## src/rtl/quiz_pkg.sv

```systemverilog
package quiz_pkg;
    localparam int DEF_PLAYERS = 4;
    localparam int DEF_FILT    = 4;

    typedef enum logic {
        QM_CLEAR = 1'b0,
        QM_ARMED = 1'b1
    } qm_state_e;
endpackage

```

## src/rtl/quiz_sync.sv

```systemverilog
module quiz_sync #(
    parameter int W = 4
) (
    input  logic         clk,
    input  logic         rst_n,
    input  logic [W-1:0] async_i,
    output logic [W-1:0] sync_o
);
    for (genvar g = 0; g < W; g++) begin : g_bit
        typedef struct packed {
            logic meta;
            logic stable;
        } sync_t;
        sync_t st_d, st_q;

        always_comb begin
            st_d.meta   = async_i[g];
            st_d.stable = st_q.meta;
        end

        always_ff @(posedge clk or negedge rst_n) begin
            if (!rst_n) st_q <= '0;
            else        st_q <= st_d;
        end

        assign sync_o[g] = st_q.stable;
    end
endmodule

```

## src/rtl/quiz_qm_filter.sv

```systemverilog
module quiz_qm_filter
    import quiz_pkg::*;
#(
    parameter int FILT_CYCLES = DEF_FILT
) (
    input  logic      clk,
    input  logic      rst_n,
    input  logic      level_i,
    output qm_state_e state_o
);
    localparam int CW = $clog2(FILT_CYCLES + 1);
    localparam logic [CW-1:0] LAST = CW'(FILT_CYCLES - 1);

    typedef struct packed {
        qm_state_e       level;
        logic [CW-1:0]   cnt;
    } filt_t;

    filt_t st_d, st_q;

    always_comb begin
        st_d = st_q;
        if (level_i != logic'(st_q.level)) begin
            if (st_q.cnt == LAST) begin
                st_d.level = qm_state_e'(level_i);
                st_d.cnt   = '0;
            end else begin
                st_d.cnt = st_q.cnt + 1'b1;
            end
        end else begin
            st_d.cnt = '0;
        end
    end

    always_ff @(posedge clk or negedge rst_n) begin
        if (!rst_n) begin
            st_q.level <= QM_CLEAR;
            st_q.cnt   <= '0;
        end else begin
            st_q <= st_d;
        end
    end

    assign state_o = st_q.level;
endmodule

```

## src/rtl/quiz_arbiter.sv

```systemverilog
module quiz_arbiter
    import quiz_pkg::*;
#(
    parameter int NUM_PLAYERS = DEF_PLAYERS
) (
    input  logic                   clk,
    input  logic                   rst_n,
    input  qm_state_e              game_i,
    input  logic [NUM_PLAYERS-1:0] press_i,
    output logic [NUM_PLAYERS-1:0] win_o,
    output logic                   locked_o
);
    typedef struct packed {
        logic [NUM_PLAYERS-1:0] win;
    } arb_t;

    arb_t st_d, st_q;
    logic [NUM_PLAYERS-1:0] first_sel;
    logic                   any_held;

    // isolate lowest set bit: lowest index has priority
    assign first_sel = press_i & (~press_i + 1'b1);
    assign any_held  = |st_q.win;

    always_comb begin
        st_d = st_q;
        if (game_i == QM_CLEAR) begin
            st_d.win = '0;
        end else if (!any_held) begin
            st_d.win = first_sel;
        end
    end

    always_ff @(posedge clk or negedge rst_n) begin
        if (!rst_n) st_q <= '0;
        else        st_q <= st_d;
    end

    assign win_o    = st_q.win;
    assign locked_o = any_held;
endmodule

```

## src/rtl/quiz_lockout.sv

```systemverilog
module quiz_lockout
    import quiz_pkg::*;
#(
    parameter int NUM_PLAYERS = DEF_PLAYERS,
    parameter int FILT_CYCLES = DEF_FILT
) (
    input  logic                   clk,
    input  logic                   rst_n,
    input  logic [NUM_PLAYERS-1:0] btn_i,
    input  logic                   qm_i,
    output logic [NUM_PLAYERS-1:0] win_o,
    output logic                   locked_o
);
    logic [NUM_PLAYERS-1:0] btn_sync;
    logic                   qm_sync;
    qm_state_e              game;
    logic                   armed;

    quiz_sync #(.W(NUM_PLAYERS)) u_btn_sync (
        .clk(clk), .rst_n(rst_n), .async_i(btn_i), .sync_o(btn_sync)
    );

    quiz_sync #(.W(1)) u_qm_sync (
        .clk(clk), .rst_n(rst_n), .async_i(qm_i), .sync_o(qm_sync)
    );

    quiz_qm_filter #(.FILT_CYCLES(FILT_CYCLES)) u_filter (
        .clk(clk), .rst_n(rst_n), .level_i(qm_sync), .state_o(game)
    );

    quiz_arbiter #(.NUM_PLAYERS(NUM_PLAYERS)) u_arb (
        .clk(clk), .rst_n(rst_n), .game_i(game), .press_i(btn_sync),
        .win_o(win_o), .locked_o(locked_o)
    );

    assign armed = (game == QM_ARMED);
endmodule

```

## config.mk

```make
export PLATFORM = sky130hd
export DESIGN_NAME = quiz_lockout
export DESIGN_NICKNAME = d
export VERILOG_FILES = /design/src/rtl/quiz_pkg.sv /design/src/rtl/quiz_sync.sv /design/src/rtl/quiz_qm_filter.sv /design/src/rtl/quiz_arbiter.sv /design/src/rtl/quiz_lockout.sv
export SDC_FILE = /design/constraint.sdc
export NUM_CORES = 1
export LEC_CHECK = 0
export BUFFER_PORTS_ARGS = -buffer_cell sky130_fd_sc_hd__buf_2
export CORE_MARGIN = 5
export CORE_UTILIZATION = 30
export CTS_CLUSTER_DIAMETER = 30
export CTS_CLUSTER_SIZE = 16
export DETAILED_ROUTE_END_ITERATION = 8
export PLACE_DENSITY = 0.6
export SYNTH_ARGS = -nofsm -noshare
export SYNTH_HDL_FRONTEND = slang
export SYNTH_SLANG_ARGS = --single-unit
```

## constraint.sdc

```tcl
create_clock -name clk -period 1.5 [get_ports clk]
set_input_delay 0.3 -clock clk [delete_from_list [all_inputs] [get_ports clk]]
set_output_delay 0.3 -clock clk [all_outputs]
set_load 0.01 [all_outputs]
```

======== After elaboration in Yosys (flattened, before gate mapping) ========
Cells that the tools add are included.
cells by class
  $add $sub $neg .......................... 2
  $mul .................................... 0
  divide/modulo/power cells ............... 0
  order comparisons ....................... 0
  equal/unequal tests ..................... 3
  shift operators ......................... 0
  muxes and demuxes ....................... 4
  bitwise logic cells ..................... 2
  reduce and logical (&&, ||, !) cells .... 2
operators by type and width
  kind                   number
  $mux W4                2
  $mux W3                2
  $add A4 B1 Y4 const B  1
  $and A4 B4 Y4          1
  $not A4 Y4             1
  $reduce_or A4 Y1       1
  $add A3 B1 Y3 const B  1
  $eq A3 B2 Y1 const B   1
  $ne A2 B2 Y1 const B   1
  $reduce_and A2 Y1      1
  $ne A1 B1 Y1           1
word-level totals
  register bits after elaboration ......... 18
  latch bits .............................. 0
  memory bits (writable) .................. 0
  bits in read-only memories .............. 0
  bits of input ports ..................... 7
  output and inout port bits .............. 5
  word-level logic and storage cells ...... 26
  memories ................................ 0

======== Logic depth before layout (Yosys ltp) ========
  word-level depth ........................ 5
  mapped depth ............................ 3
  gate-level depth less buffers ........... 3

======== Modules after synthesis ========
From an unflattened synthesis, not the netlist that was laid out.
second synthesis, totals
  cells, all modules ...................... 40
  area total of the unflattened synthesis .. 605.6 µm²
modules (own cells, without submodules)
  module                   times used  cells an instance  area each (µm²)
  quiz_sync at u_btn_sync  1           8                  200.2
  quiz_arbiter             1           19                 188.9
  quiz_qm_filter           1           11                 166.4
  quiz_sync at u_qm_sync   1           2                  50.0

======== Worst setup path before layout ========
Ideal clock, no wire load.
  kind .................................... register -> register
  from .................................... reg u_arb.st_q (netlist bit u_arb.win_o[1])
  to ...................................... reg u_arb.st_q (netlist bit u_arb.win_o[2])
  setup time .............................. 0.076 ns
  arrival time ............................ 1.438 ns
  required time ........................... 1.424 ns
  slack ................................... -0.015 ns
  stages on the path, launching flop included .. 4
  buffers on the path ..................... 0
  cells stage by stage .................... dfrtp_1 -> or4_4 -> or3_1 -> o21ai_1
between the ends
  longest elaborated chain between the ends .. 2
RTL lines
  item                           RTL line            text
  from (decl)                    quiz_arbiter.sv:17  arb_t st_d, st_q;
  from (signal assigned)         quiz_arbiter.sv:36  else st_q <= st_d;
  $reduce_or A4 Y1               quiz_arbiter.sv:23  assign any_held = |st_q.win;
  named net locked_o             quiz_lockout.sv:12  output logic locked_o
  $ne A2 B2 Y1 (no source line)  --
The timed path passes the listed nets, and every way through them passes these cells.
A chain may end at the register's enable or synchronous reset.

======== Worst setup path in the final report ========
  from .................................... reg u_arb.st_q (netlist bit u_arb.win_o[0])
  to ...................................... out locked_o
between the ends
  longest elaborated chain between the ends .. 1
RTL lines
  item              RTL line
  $reduce_or A4 Y1  quiz_arbiter.sv:23
  to (decl)         quiz_lockout.sv:12
No other way between the ends.

==> metrics.cfg <==
[route]
post-route-drc-count = 0
viasPerCell = 4.08
via_count = 343
ant_nets = 0
drt-pass1-iter-count = 2
drt_wl_total_um = 859
wl_per_cell_um = 10.2
drt_iter0_drc = 6

[cells_and_area]
fin_area_um2 = 749
final_nets = 66
final_layout_size_suffix_gt1_share_pct = 35.1
antenna_cells = 0
area_delta_synth_final_pct = 27.2

[floorplanning]
core_mm2 = 0.00192
die-area_mm2 = 0.00295
die_w_um = 54.3
rows = 16
pin_count = 12
start_util_pct = 30.7
fp.dieH_um = 54.3

[timing]
worstMarginPinSlew_ps = 383
rsz0062_at_grt = true
fin_crit_sh_pct = 112
finalMaxSlewViolations = 0
worst_hold_slack_ps = 111
finalSetupViolCount = 1
finalCriticalPeriod_ps = 1680
relSlewSlack_pct = 74.5
fmax_mhz = 596
hold_viol_final = 0
finalClockSkew_ps = 2.88
layout_setup_ws_ps = -179

[run_status]
status = complete, but fails checks
violations = negative setup slack

[yosys]
ys.flop_type = dfrtp_1
synth-async-reset-ratio_pct = 100
synth_area_um2 = 589
synth_edf_count = 0
netlist_instances = 39
synth_most_common_cell = dfrtp_1
seq_area_frac_synth_pct = 76.4
ys_warn_count = 0
synth_fp_nets = 47
yosysUniqueCellTypes = 16
synth_top_area_cell = dfrtp_1
synth_seq_cells = 18
syn_avg_cell_area_um2 = 15.1
synth.area.top_cells = dfrtp_1 76%, nor3b_1 3.8%, o21a_1 2.5%, ha_1 2.1%, mux2_2 1.9%
netlist.area_leader.share_pct = 76.4
synth_commonest_cells = 18 x dfrtp_1, 3 x nand2_1, 3 x nor3b_1

[setup_path]
endpoint_kind = output pin
cp-start-kind = flop
crit_required_ps = 1200
critPathSlowestCell = or4_4
crit_family = simple AND/OR/NAND/NOR gates
crit_arrival_ps = 1380
path_cells = or4_4 > buf_6
critPathMaxStageDelay_ps = 560
crit_fanout = 4
path_buf_inv = 1
critPathKind = reg2out

[placed_design]
io_buffer_count = 11
postPlaceCellArea_um2 = 689
routabilityCongestion = 0.716
dp_slack_ps = 9.72

[global_route]
grt_usage_pct = 8.15
grt_pass1_vias = 378
grt_pass1_wl_um = 1580
grt-ovfl-total = 0
grt_start_max_net_pins = 19
antenna_found_initial = 0

[clock_network]
cts_tree = yes
cts_buffers = 3
clock_latency_ps = 280
clk_path_buf_depth = 2
cts_max_level = 1
clkTransAtPathRegs_ps = 100
clock-sinks = 18
clockRootBuffer = clkbuf_4

[pwr]
p_leak_nw = 0.364
power.density_mw_per_mm2 = 1620
peakVddDrop_mv = 0.647

[job]
maxCapViolations = 0

[hold_path]
hold_path_class = in2reg

==> cell usage in the layout, fill, tap and decap left out, drive strengths merged, types with 2 or more instances in the layout <==
cell / n
buf: 14
clkbuf: 4
dfrtp: 18
nand2: 3
nor3b: 3
o21a: 2
o21ai: 2
==> cell type report <==
cell class,count,area (µm²)
well taps,27,33.8
inverters,1,3.75
fillers,215,1170
multi-input cells,19,131
repair buffers,15,93.8
flip-flops and latches,18,450
clock buffers,4,36.3
==> cell families after synthesis <==
family | count (synthesis) | synth area share [%]
multiplexers | 1 | 1.91
AND/OR/NAND/NOR | 12 | 12.5
AO/OA/AOI/OAI | 4 | 4.25
buffers and inverters | 2 | 1.27
flip-flops | 18 | 76.4
XOR/XNOR | 1 | 1.49
adder cells (fa/ha/maj) | 1 | 2.12
==> registers in the layout (all words and copies together) (netlist names) <==
register / flops
u_arb.win_o: 4
u_btn_sync.g_bit.st_d: 4
u_btn_sync.sync_o: 4
u_filter.st_q: 3
u_filter.state_o: 1
u_qm_sync.g_bit.st_d: 1
u_qm_sync.sync_o: 1
==> stage by stage <==
step	TNS, ps	instances	util (%)	power [W]
after floorplan	-28.8	39	-	0.000796
after detailed placement	0	78	35.9	0.000908
after global routing	-371	84	39.0	0.00131
final	-179	84	39.0	0.00121
after CTS	-200	84	39.0	0.00124
after global placement	0	78	35.9	0.000900
==> worst register-to-register path: stages (launching register included) <==
cell	delay (ps)
dfrtp_1	390
or4_4	560
or3_1	340
o21ai_1	130
==> per-layer routing <==
metal  vias up  wire length (µm)  GRT usage, %
li1        167                 -             -
met1       165               387          9.06
met2         9               397          11.8
met3         2                59          3.27
met4         0                14          7.47
met5         -                 0             0
==> worst paths after layout <==
check                      slack (ps)                                    end  cells past startpoint                                   from
max                              -180                               locked_o                      2             u_arb.win_o[0]$_DFFE_PN0P_
min                               110  u_btn_sync.g_bit[2].st_d[0]$_DFF_PN0_                      1                               btn_i[2]
max reg2reg                         0             u_arb.win_o[2]$_DFFE_PN0P_                      3             u_arb.win_o[0]$_DFFE_PN0P_
min reg2reg                       360         u_btn_sync.sync_o[1]$_DFF_PN0_                      0  u_btn_sync.g_bit[1].st_d[0]$_DFF_PN0_
max in group asynchronous         770             u_arb.win_o[1]$_DFFE_PN0P_                      2                                  rst_n
min in group asynchronous         450             u_filter.st_q[2]$_DFF_PN0_                      2                                  rst_n
==> where the power goes <==
| part | leakage [nW] | switching (W) | internal (W) |
|---|---|---|---|
| registers | 0.223 | 0.0000600 | 0.000559 |
| logic | 0.120 | 0.000128 | 0.000177 |
| clock network | 0.0210 | 0.000139 | 0.000148 |
==> timing repair <==
item / in CTS / in global routing
gates resized for setup: 1 / 0
pin swaps: 1 / 1
setup buffers: 1 / 0
hold endpoints to repair: 18 / 0
setup endpoints to repair: 2 / 3
hold buffers: 1 / 0
Power figures use the tool's default switching activity.
